--- src/rtl/ebs_pkg.sv ---
package ebs_pkg;
  parameter int CNT_W = 2;
  parameter int STB_W = 4;

  typedef enum logic [2:0] {
    PH_IDLE, PH_APRE, PH_ALAT, PH_SETUP, PH_STRB, PH_HOLD
  } ph_e;

  typedef struct packed {
    logic             mux;
    logic [CNT_W-1:0] apre;
    logic [CNT_W-1:0] alat;
    logic [CNT_W-1:0] setup;
    logic [STB_W-1:0] strb;
    logic [CNT_W-1:0] hold;
  } acc_cfg_t;

  function automatic logic [STB_W-1:0] at_least_one(logic [STB_W-1:0] v);
    return (v == '0) ? STB_W'(1) : v;
  endfunction

  function automatic logic [STB_W-1:0] ph_len(ph_e ph, acc_cfg_t c);
    case (ph)
      PH_APRE:  ph_len = c.mux ? at_least_one(STB_W'(c.apre)) : '0;
      PH_ALAT:  ph_len = c.mux ? at_least_one(STB_W'(c.alat)) : '0;
      PH_SETUP: ph_len = STB_W'(c.setup);
      PH_STRB:  ph_len = at_least_one(c.strb);
      PH_HOLD:  ph_len = STB_W'(c.hold);
      default:  ph_len = '0;
    endcase
  endfunction

  // first later phase with non-zero length, else idle
  function automatic ph_e ph_next(ph_e ph, acc_cfg_t c);
    ph_next = PH_IDLE;
    for (int k = int'(PH_HOLD); k > int'(ph); k--) begin
      if (ph_len(ph_e'(3'(k)), c) != '0) ph_next = ph_e'(3'(k));
    end
  endfunction
endpackage

--- src/rtl/ebs_seq.sv ---
module ebs_seq
  import ebs_pkg::*;
(
  input  logic     clk_i,
  input  logic     rst_ni,
  input  logic     start_i,
  input  acc_cfg_t cfg_i,
  output ph_e      phase_o,
  output logic     last_o,
  output logic     done_o
);
  ph_e              ph_q, nxt_ph;
  logic [STB_W-1:0] cnt_q, nxt_len;
  acc_cfg_t         cfg_q;
  logic             done_q;

  always_comb begin
    if (ph_q == PH_IDLE) begin
      nxt_ph  = ph_next(PH_IDLE, cfg_i);
      nxt_len = ph_len(nxt_ph, cfg_i);
    end else begin
      nxt_ph  = ph_next(ph_q, cfg_q);
      nxt_len = ph_len(nxt_ph, cfg_q);
    end
  end

  always_ff @(posedge clk_i or negedge rst_ni) begin
    if (!rst_ni) begin
      ph_q   <= PH_IDLE;
      cnt_q  <= '0;
      cfg_q  <= '0;
      done_q <= 1'b0;
    end else begin
      done_q <= 1'b0;
      if (ph_q == PH_IDLE) begin
        if (start_i) begin
          cfg_q <= cfg_i;
          ph_q  <= nxt_ph;
          cnt_q <= nxt_len - 1'b1;
        end
      end else if (cnt_q == '0) begin
        ph_q <= nxt_ph;
        if (nxt_ph == PH_IDLE) begin
          cnt_q  <= '0;
          done_q <= 1'b1;
        end else begin
          cnt_q <= nxt_len - 1'b1;
        end
      end else begin
        cnt_q <= cnt_q - 1'b1;
      end
    end
  end

  assign phase_o = ph_q;
  assign last_o  = (ph_q != PH_IDLE) && (cnt_q == '0);
  assign done_o  = done_q;


  ready_pulse_chk: assert property (@(posedge clk_i) disable iff (!rst_ni)
    done_q |=> !done_q);

  setup_to_strobe_chk: assert property (@(posedge clk_i) disable iff (!rst_ni)
    (ph_q == PH_SETUP && cnt_q == '0) |=> (ph_q == PH_STRB));

  hold_ends_idle_chk: assert property (@(posedge clk_i) disable iff (!rst_ni)
    (ph_q == PH_HOLD && cnt_q == '0) |=> (ph_q == PH_IDLE && done_q));
endmodule

--- src/rtl/ebs_pins.sv ---
module ebs_pins
  import ebs_pkg::*;
#(
  parameter int ADDR_W   = 24,
  parameter int DATA_W   = 16,
  parameter int NARROW_W = 8
) (
  input  logic              clk_i,
  input  logic              rst_ni,
  input  ph_e               phase_i,
  input  logic              wr_i,
  input  logic              narrow_i,
  input  logic [ADDR_W-1:0] addr_i,
  input  logic [DATA_W-1:0] wdata_i,
  input  logic [3:0]        pol_i,
  output logic              cs_o,
  output logic              re_o,
  output logic              we_o,
  output logic              ale_o,
  output logic [ADDR_W-1:0] addr_o,
  output logic [DATA_W-1:0] ad_o,
  output logic              ad_oe_o
);
  localparam int PAD_W = DATA_W - NARROW_W;

  logic cs_act, re_act, we_act, ale_act, addr_ph, data_ph;

  assign cs_act  = phase_i != PH_IDLE;
  assign re_act  = (phase_i == PH_STRB) && !wr_i;
  assign we_act  = (phase_i == PH_STRB) && wr_i;
  assign ale_act = phase_i == PH_ALAT;
  assign addr_ph = (phase_i == PH_APRE) || ale_act;
  assign data_ph = (phase_i == PH_SETUP) || (phase_i == PH_STRB) || (phase_i == PH_HOLD);

  always_comb begin
    ad_oe_o = 1'b0;
    ad_o    = '0;
    if (addr_ph) begin
      ad_oe_o = 1'b1;
      ad_o    = addr_i[DATA_W-1:0];
    end else if (data_ph && wr_i) begin
      ad_oe_o = 1'b1;
      ad_o    = narrow_i ? {{PAD_W{1'b0}}, wdata_i[NARROW_W-1:0]} : wdata_i;
    end
  end

  assign addr_o = cs_act ? addr_i : '0;

  // pin equals active level when polarity bit is 1, inverted when 0
  assign cs_o  = ~(cs_act  ^ pol_i[0]);
  assign re_o  = ~(re_act  ^ pol_i[1]);
  assign we_o  = ~(we_act  ^ pol_i[2]);
  assign ale_o = ~(ale_act ^ pol_i[3]);


  read_float_chk: assert property (@(posedge clk_i) disable iff (!rst_ni)
    (data_ph && !wr_i) |-> !ad_oe_o);

  ale_addr_chk: assert property (@(posedge clk_i) disable iff (!rst_ni)
    (ale_o == pol_i[3]) |-> (ad_oe_o && ad_o == addr_i[DATA_W-1:0]));

  strobe_excl_chk: assert property (@(posedge clk_i) disable iff (!rst_ni)
    !((re_o == pol_i[1]) && (we_o == pol_i[2])));
endmodule

--- src/rtl/ext_bus_seq.sv ---
module ext_bus_seq
  import ebs_pkg::*;
#(
  parameter int ADDR_W   = 24,
  parameter int DATA_W   = 16,
  parameter int NARROW_W = 8
) (
  input  logic              clk_i,
  input  logic              rst_ni,
  input  logic              req_i,
  input  logic              we_i,
  input  logic [ADDR_W-1:0] addr_i,
  input  logic [DATA_W-1:0] wdata_i,
  output logic              ready_o,
  output logic [DATA_W-1:0] rdata_o,
  input  logic [1:0]        mode_i,
  input  logic [3:0]        pol_i,
  input  logic [1:0]        rd_setup_i,
  input  logic [3:0]        rd_strobe_i,
  input  logic [1:0]        rd_hold_i,
  input  logic [1:0]        wr_setup_i,
  input  logic [3:0]        wr_strobe_i,
  input  logic [1:0]        wr_hold_i,
  input  logic [1:0]        alat_pre_i,
  input  logic [1:0]        alat_post_i,
  output logic              cs_o,
  output logic              re_o,
  output logic              we_o,
  output logic              ale_o,
  output logic [ADDR_W-1:0] addr_o,
  output logic [DATA_W-1:0] ad_o,
  output logic              ad_oe_o,
  input  logic [DATA_W-1:0] ad_i
);
  localparam int PAD_W = DATA_W - NARROW_W;

  ph_e               phase;
  logic              last, done, accept, mux_n, narrow_n;
  acc_cfg_t          cfg_n;
  logic [ADDR_W-1:0] addr_q;
  logic [DATA_W-1:0] wdata_q, rdata_q;
  logic              wr_q, narrow_q;

  assign mux_n    = (mode_i == 2'd1) || (mode_i == 2'd2);
  assign narrow_n = mode_i != 2'd1;
  assign accept   = req_i && !done && (phase == PH_IDLE);

  always_comb begin
    cfg_n.mux   = mux_n;
    cfg_n.apre  = alat_pre_i;
    cfg_n.alat  = alat_post_i;
    cfg_n.setup = we_i ? wr_setup_i  : rd_setup_i;
    cfg_n.strb  = we_i ? wr_strobe_i : rd_strobe_i;
    cfg_n.hold  = we_i ? wr_hold_i   : rd_hold_i;
  end

  ebs_seq u_seq (
    .clk_i, .rst_ni,
    .start_i (accept),
    .cfg_i   (cfg_n),
    .phase_o (phase),
    .last_o  (last),
    .done_o  (done)
  );

  always_ff @(posedge clk_i or negedge rst_ni) begin
    if (!rst_ni) begin
      addr_q   <= '0;
      wdata_q  <= '0;
      wr_q     <= 1'b0;
      narrow_q <= 1'b0;
      rdata_q  <= '0;
    end else begin
      if (accept) begin
        addr_q   <= addr_i;
        wdata_q  <= wdata_i;
        wr_q     <= we_i;
        narrow_q <= narrow_n;
      end
      if (phase == PH_STRB && last && !wr_q)
        rdata_q <= narrow_q ? {{PAD_W{1'b0}}, ad_i[NARROW_W-1:0]} : ad_i;
    end
  end

  ebs_pins #(.ADDR_W(ADDR_W), .DATA_W(DATA_W), .NARROW_W(NARROW_W)) u_pins (
    .clk_i, .rst_ni,
    .phase_i  (phase),
    .wr_i     (wr_q),
    .narrow_i (narrow_q),
    .addr_i   (addr_q),
    .wdata_i  (wdata_q),
    .pol_i,
    .cs_o, .re_o, .we_o, .ale_o, .addr_o, .ad_o, .ad_oe_o
  );

  assign ready_o = done;
  assign rdata_o = rdata_q;


  cs_off_at_ready_chk: assert property (@(posedge clk_i) disable iff (!rst_ni)
    ready_o |-> (cs_o != pol_i[0]));

  addr_hold_chk: assert property (@(posedge clk_i) disable iff (!rst_ni)
    (cs_o == pol_i[0]) && $past(cs_o == pol_i[0]) |-> $stable(addr_o));
endmodule

--- config.mk ---
export PLATFORM = sky130hd
export DESIGN_NAME = ext_bus_seq
export DESIGN_NICKNAME = d
export VERILOG_FILES = /design/src/rtl/ebs_pkg.sv /design/src/rtl/ebs_seq.sv /design/src/rtl/ebs_pins.sv /design/src/rtl/ext_bus_seq.sv
export SDC_FILE = /design/constraint.sdc
export NUM_CORES = 1
export LEC_CHECK = 0
export ABC_AREA = 1
export CAP_MARGIN = 40
export CORE_UTILIZATION = 48
export CTS_CLUSTER_DIAMETER = 30
export DETAILED_ROUTE_END_ITERATION = 6
export PLACE_DENSITY = 0.94
export SYNTH_ARGS = -nofsm -noshare
export SYNTH_HDL_FRONTEND = slang
export SYNTH_SLANG_ARGS = --single-unit
--- constraint.sdc ---
create_clock -name clk_i -period 5.9 [get_ports clk_i]
set_input_delay 1.18 -clock clk_i [delete_from_list [all_inputs] [get_ports clk_i]]
set_output_delay 1.18 -clock clk_i [all_outputs]
set_load 0.03 [all_outputs]
Word level (Yosys, flattened, before mapping):

Cells that the tools add are included.

* multiplexer cells: 78
* add/sub/neg operators: 2
* equal/unequal tests: 19
* reduce and logical (&&, ||, !) cells: 37
* bitwise gates (word level): 8
* $lt $le $gt $ge: 5

Operators by type and width (count)
* two-way mux 4 bit: 37
* two-way mux 3 bit: 23
* two-way mux 16 bit: 4
* one-hot mux 4 bit (5 select lines): 2
* nonzero test 4 bit: 10
* two-way mux 24 bit: 1
* == test 3 x 2 -> 1 bit (second input constant): 6
* == test 3 bit (second input constant): 6
* logical NOT 4 bit: 3
* two-way mux 2 bit: 6
* == test 3 x 1 -> 1 bit (second input constant): 3
* logical AND 1 bit: 8
* logical NOT 2 bit: 4
* subtractor 4 x 1 -> 4 bit (second input constant): 2
* greater-than comparator 2 x 3 -> 1 bit (first input constant): 2
* greater-than comparator 3 bit (first input constant): 2
* logical NOT 3 bit: 2
* two-way mux 1 bit: 5
* logical OR 1 bit: 4
* NOT 1 bit: 4
* AND reduction 2 bit: 2
* bitwise XOR 1 bit: 4
* greater-than comparator 1 x 3 -> 1 bit (first input constant): 1
* nonzero test 3 bit: 1
* 6 further kinds: 7

* input port bits: 86
* bits in registers: 79
* output and inout port bits: 62
* logic and storage cells: 163

Logic depth before layout (Yosys ltp):

* word-level depth: 24
* gate-level depth with buffers: 16
* mapped depth without buffers: 16

Modules after synthesis:

From an unflattened synthesis, not the netlist that was laid out.

* cell total of the unflattened synthesis: 627
* area total of the unflattened synthesis: 4707.0 um^2

Modules (own cells, without submodules)
* ext_bus_seq: area an instance 2583.7 um^2, sequential area each 1451.4 um^2, cells an instance 291, times used 1
* ebs_seq: area an instance 1358.8 um^2, sequential area each 525.5 um^2, cells an instance 184, times used 1
* ebs_pins: area an instance 764.5 um^2, sequential area each 0.0 um^2, cells an instance 152, times used 1

Least setup slack after synthesis:

OpenSTA, ideal clock, no wires.

* kind: input port to output port
* start point: in pol_i[0]
* end point: out cs_o
* cell stages on the path: 1
* data required time: 4720 ps
* arrival time: 1710 ps
* path buffers: 0
* setup slack: 3010 ps
* cells stage by stage: xnor2_1

* cells in the longest elaborated chain, start to end: 2

RTL lines
* start, declared: line ext_bus_seq.sv:17 `input logic [3:0] pol_i,`
* bitwise XOR 1 bit: line ebs_pins.sv:50 `assign cs_o = ~(cs_act ^ pol_i[0]);`
* NOT 1 bit: line ebs_pins.sv:50
* end, declared: line ext_bus_seq.sv:26 `output logic cs_o,`

Every way passes these cells.

Worst setup path after layout:

* start point: reg u_seq.ph_q[2] (netlist: u_seq.phase_o[2])
* end point: out ad_o[8]

* cells in the longest elaborated chain, start to end: 6
* elaborated cells between the ends (all ways): 11
* those cells by class: eq/ne: 5; mux: 2; reduce/logical: 4

RTL lines
* start, declared: line ebs_seq.sv:12 `ph_e ph_q, nxt_ph;`
* start signal, assigned: line ebs_seq.sv:38 `ph_q <= nxt_ph;`
* start signal, assigned: line ebs_seq.sv:42 `ph_q <= nxt_ph;`
* == test 3 x 2 -> 1 bit / == test 3 bit (equally long branches): line ebs_pins.sv:33 `assign data_ph = (phase_i == PH_SETUP) || (phase_i == PH_STRB) || (phase_i == PH_HOLD);`
* logical OR 1 bit (2 in a row): line ebs_pins.sv:33
* logical AND 1 bit: line ebs_pins.sv:41 `end else if (data_ph && wr_i) begin`
* two-way mux 16 bit: line ebs_pins.sv:41
* two-way mux 16 bit (*): line ebs_pins.sv:38 `if (addr_ph) begin`
* end, declared: line ext_bus_seq.sv:31 `output logic [DATA_W-1:0] ad_o,`

Every way passes the cells marked *; elsewhere a longest branch is shown, timed or not.

==> key figures <==
Global routing
  – Wire length of the first global-routing pass: between 15 and 20 mm
  – Top Usage Layer GRT: met2
  – GRT Residual Overflow: 0
  – Tot GR Track Use: between 20% and 30%
  – Met1 track utilization from global routing: around a third
  – Vias in the first global route: slightly below 4000
  – Largest net degree at the start of global routing: 61
  – Antenna violations before repair: 0
  – Met2 usage: 46.9%
  – Global-route met3 utilization: roughly 4.8%

Routing
  – Total vias in the final route: about 3900
  – 1st-pass router iterations: 5
  – Routed wire per std cell: 14.9 µm
  – Remaining number of nets flagged by the antenna check after routing: 0
  – DRC violation count after routing: 0
  – DR iter-0 viols: between 200 and 300
  – Post-detailed-routing wire length: about 11 mm
  – Avg Vias per Cell: 5.23

Yosys
  – Share of async-settable or async-resettable flops after synthesis: 100%
  – Share of the yosys chip area belonging to registers: between 40% and 50%
  – Mapped Area: 4020 µm²
  – Register bit count reported by yosys: roughly 80
  – Synth Area per Inst: 8.09 µm²
  – Net Count, Synth: 585
  – Number of cells produced by synthesis: between 400 and 500
  – Main synth FF type: sky130_fd_sc_hd__dfrtp_1
  – Cell types with the highest counts after synthesis: 122 x sky130_fd_sc_hd__nand2_1, 79 x sky130_fd_sc_hd__dfrtp_1, 60 x sky130_fd_sc_hd__inv_1
  – Synthesis warning total: 0
  – Largest area contributor in the synthesized netlist: sky130_fd_sc_hd__dfrtp_1
  – Top-count cell post-synth: sky130_fd_sc_hd__nand2_1
  – Synth top area cells: sky130_fd_sc_hd__dfrtp_1 49%, sky130_fd_sc_hd__nand2_1 11%, sky130_fd_sc_hd__o21ai_0 7.4%
  – Number of enable flip-flop cells after synthesis: 0
  – Number of different library cells in the post-synthesis netlist: 37
  – Synth top area share: roughly half

Clock tree
  – Deepest clock path buffer count: 2
  – Num CTS Buffers: 9
  – Count of buffers added by post-CTS timing repair for setup: 0
  – Total of cells resized after clock tree synthesis: 0
  – Htree depth: 3
  – Hold buffer count at cts: 0
  – Insertion delay to the later sink of the worst-skew pair: around 0.34 ns
  – Clock transition at path regs: roughly 0.080 ns
  – Clock sink total: 79
  – Clock tree root driver cell: sky130_fd_sc_hd__clkbuf_8
  – CTS tree: built

Floorplan
  – Initial Util: 50.6%
  – Number of I/O pins: between 100 and 150
  – Rows: 32
  – Chip height: around 93 µm
  – Die Outline Area: about 8700 µm²
  – CORE AREA: between 7000 and 8000 µm²
  – Horizontal die dimension: just over 90 µm

Min path
  – Type of the most critical hold path: reg -> reg

Cells and area
  – Proportion of layout cells with a drive suffix above 1: roughly 8.4%
  – Antenna diode count: 0
  – Net count reported at finish: a little over 700
  – Layout-stage area growth over the synthesis result: 44.1%

Setup path
  – Critical-path cell list: o21ai_0, nand3_1, o22ai_1, clkdlybuf4s50_1
  – Buf/Inv on CP: 1
  – Worst setup endpoint: ad_o[8]
  – Beginning of the critical path: u_seq.phase_o[2]
  – Reg-to-reg critical path endpoint: u_seq.cnt_q[1]
  – Largest stage delay, worst path: 0.74 ns
  – Crit path max fanout: 17
  – Critical path depth in cells: 4
  – Startpoint types: flop
  – R2R Setup Slk: roughly 3.4 ns
  – Worst Reg-to-Reg Cells: 12
  – Critical path data arrival time: ~2.8 ns
  – Cell with the largest stage delay on the worst path: sky130_fd_sc_hd__clkdlybuf4s50_1
  – Type of the worst setup path: reg -> out
  – Critical Path Sink Type: primary output
  – Data required, critical path: approximately 4.7 ns
  – Cell family with most CP delay: buffers and inverters
  – Origin of the critical flop-to-flop path: u_seq.phase_o[2]

Power and ir drop
  – Final Total Pwr: around 3.5 mW
  – Worst supply voltage drop on vdd: ~360 µV
  – Pwr/cell area: approximately 610 nW/µm²
  – Static Leak: around 2.6 nW

STA
  – Maximum frequency from static timing analysis: 0.253 GHz
  – Maximum clock skew at final layout: around 0.0090 ns
  – Slew at the pin closest to its max-slew limit: 0.717 ns
  – Final clock period utilization by the worst path: around 67%
  – Final hold violation count: 0
  – Setup violations, final: 0
  – Final Max Slew Viols: 0
  – Final min period: roughly 4.0 ns
  – Setup repair after global routing missed its margin: false
  – Relative slew slack: between 50 and 60%
  – Fin Setup TNS: 0 ns

Placement
  – Final weighted congestion in routability-driven placement: 0.912
  – Port Buf Inserts: approximately 150
  – Final HPWL DP: approximately 8.4 mm

Run
  – Total of max-cap violations: 0

Outcome
  – Status: complete, no violations
[cell type report]
type                            count  area [µm²]
Multi-Input combinational cell    331        1700
Inverter                           64         240
Clock inverter                      6        67.6
Fill cell                         592        2140
Clock buffer                       10         128
Sequential cell                    79        1980
Timing Repair Buffer              151        1550
Tap cell                          102         128
[per-stage QoR]
step | utilization (%) | setup slack (ns) | instance area (µm²) | std cells | hold WS, ns
6_report | 73.0 | 1.95 | 5790 | 743 | 0.489
5_1_grt | 73.0 | 1.79 | 5790 | 743 | 0.535
4_1_cts | 73.0 | 1.95 | 5790 | 743 | 0.491
3_5_place_dp | 70.5 | 2.18 | 5590 | 727 | 0.470
3_3_place_gp | 69.6 | 2.26 | 5520 | 724 | 0.465
2_1_floorplan | - | 3.01 | 4020 | 496 | 0.448
[logic make-up (layout without fill, tap and decap cells)]
| logic type | after synthesis | in the layout | synth area share (%) |
|---|---|---|---|
| xor gates and xnor gates | 7 | 7 | 1.53 |
| muxes | 12 | 12 | 3.24 |
| DFF | 79 | 79 | 49.2 |
| AOI/OAI and AO/OA | 96 | 96 | 13.6 |
| buffers and inverters | 86 | 231 | 8.54 |
| adders and majority gates | 3 | 3 | 0.935 |
| and+or+nand+nor | 213 | 213 | 23.0 |
[report_power, final]
group | switching [mW] | internal [mW]
sequential | 0.143 | 0.798
combinational | 1.34 | 0.837
clock | 0.202 | 0.198
total | 1.69 | 1.83
[cells in the final DEF (no fill, tap or decap), types with 2 or more instances in the layout]
| cell type | n |
|---|---|
| sky130_fd_sc_hd__inv_2 | 4 |
| sky130_fd_sc_hd__a31oi_1 | 3 |
| sky130_fd_sc_hd__nand3_2 | 3 |
| sky130_fd_sc_hd__nor2_2 | 7 |
| sky130_fd_sc_hd__mux2_2 | 8 |
| sky130_fd_sc_hd__o22ai_1 | 18 |
| sky130_fd_sc_hd__nand2_2 | 5 |
| sky130_fd_sc_hd__inv_1 | 59 |
| sky130_fd_sc_hd__clkinvlp_4 | 2 |
| sky130_fd_sc_hd__inv_6 | 2 |
| sky130_fd_sc_hd__o21ai_0 | 59 |
| sky130_fd_sc_hd__o211ai_1 | 2 |
| sky130_fd_sc_hd__a21oi_1 | 7 |
| sky130_fd_sc_hd__clkdlybuf4s50_1 | 146 |
| sky130_fd_sc_hd__ha_1 | 3 |
| sky130_fd_sc_hd__dfrtp_1 | 79 |
| sky130_fd_sc_hd__nor2_1 | 43 |
| sky130_fd_sc_hd__clkbuf_8 | 9 |
| sky130_fd_sc_hd__buf_4 | 2 |
| sky130_fd_sc_hd__o21ai_2 | 2 |
| sky130_fd_sc_hd__nand2_4 | 2 |
| sky130_fd_sc_hd__nand3_1 | 22 |
| sky130_fd_sc_hd__nand2_1 | 122 |
| sky130_fd_sc_hd__mux2i_1 | 4 |
| sky130_fd_sc_hd__nor3_1 | 2 |
| sky130_fd_sc_hd__buf_16 | 2 |
| sky130_fd_sc_hd__nand4_1 | 4 |
| sky130_fd_sc_hd__xor2_1 | 6 |
[tightest hold or removal path, stage by stage (launching register included)]
cell                      delay (ns)
sky130_fd_sc_hd__dfrtp_1        0.35
sky130_fd_sc_hd__nand2_1        0.06
sky130_fd_sc_hd__nand2_1        0.05
[sequential cells by signal, indices dropped and copies added, names as in the netlist]
name	count
addr_q	24
rdata_o	16
wdata_q	16
u_seq.cfg_q	13
u_seq.cnt_q	4
u_seq.phase_o	3
narrow_q	1
u_seq.done_o	1
wr_q	1
[how the worst min path moves through the flow]
stage,cells after the start,from,slack (ns),end
6_report,2,wdata_q[14],0.49,wdata_q[14]
5_1_grt,2,wdata_q[12],0.53,wdata_q[12]
4_1_cts,2,wdata_q[12],0.49,wdata_q[12]
3_5_place_dp,2,wdata_q[12],0.47,wdata_q[12]
3_3_place_gp,2,narrow_q,0.46,narrow_q
2_1_floorplan,2,u_seq.cfg_q[2],0.45,u_seq.cfg_q[2]
[routing by layer]
layer  share of wire, %  vias up
met5                  0        -
met4                2.6        0
met3                7.0       23
met2                 51      165
met1                 40     1827
li1                   -     1872
No activity file was read; power rests on OpenSTA's default activity.
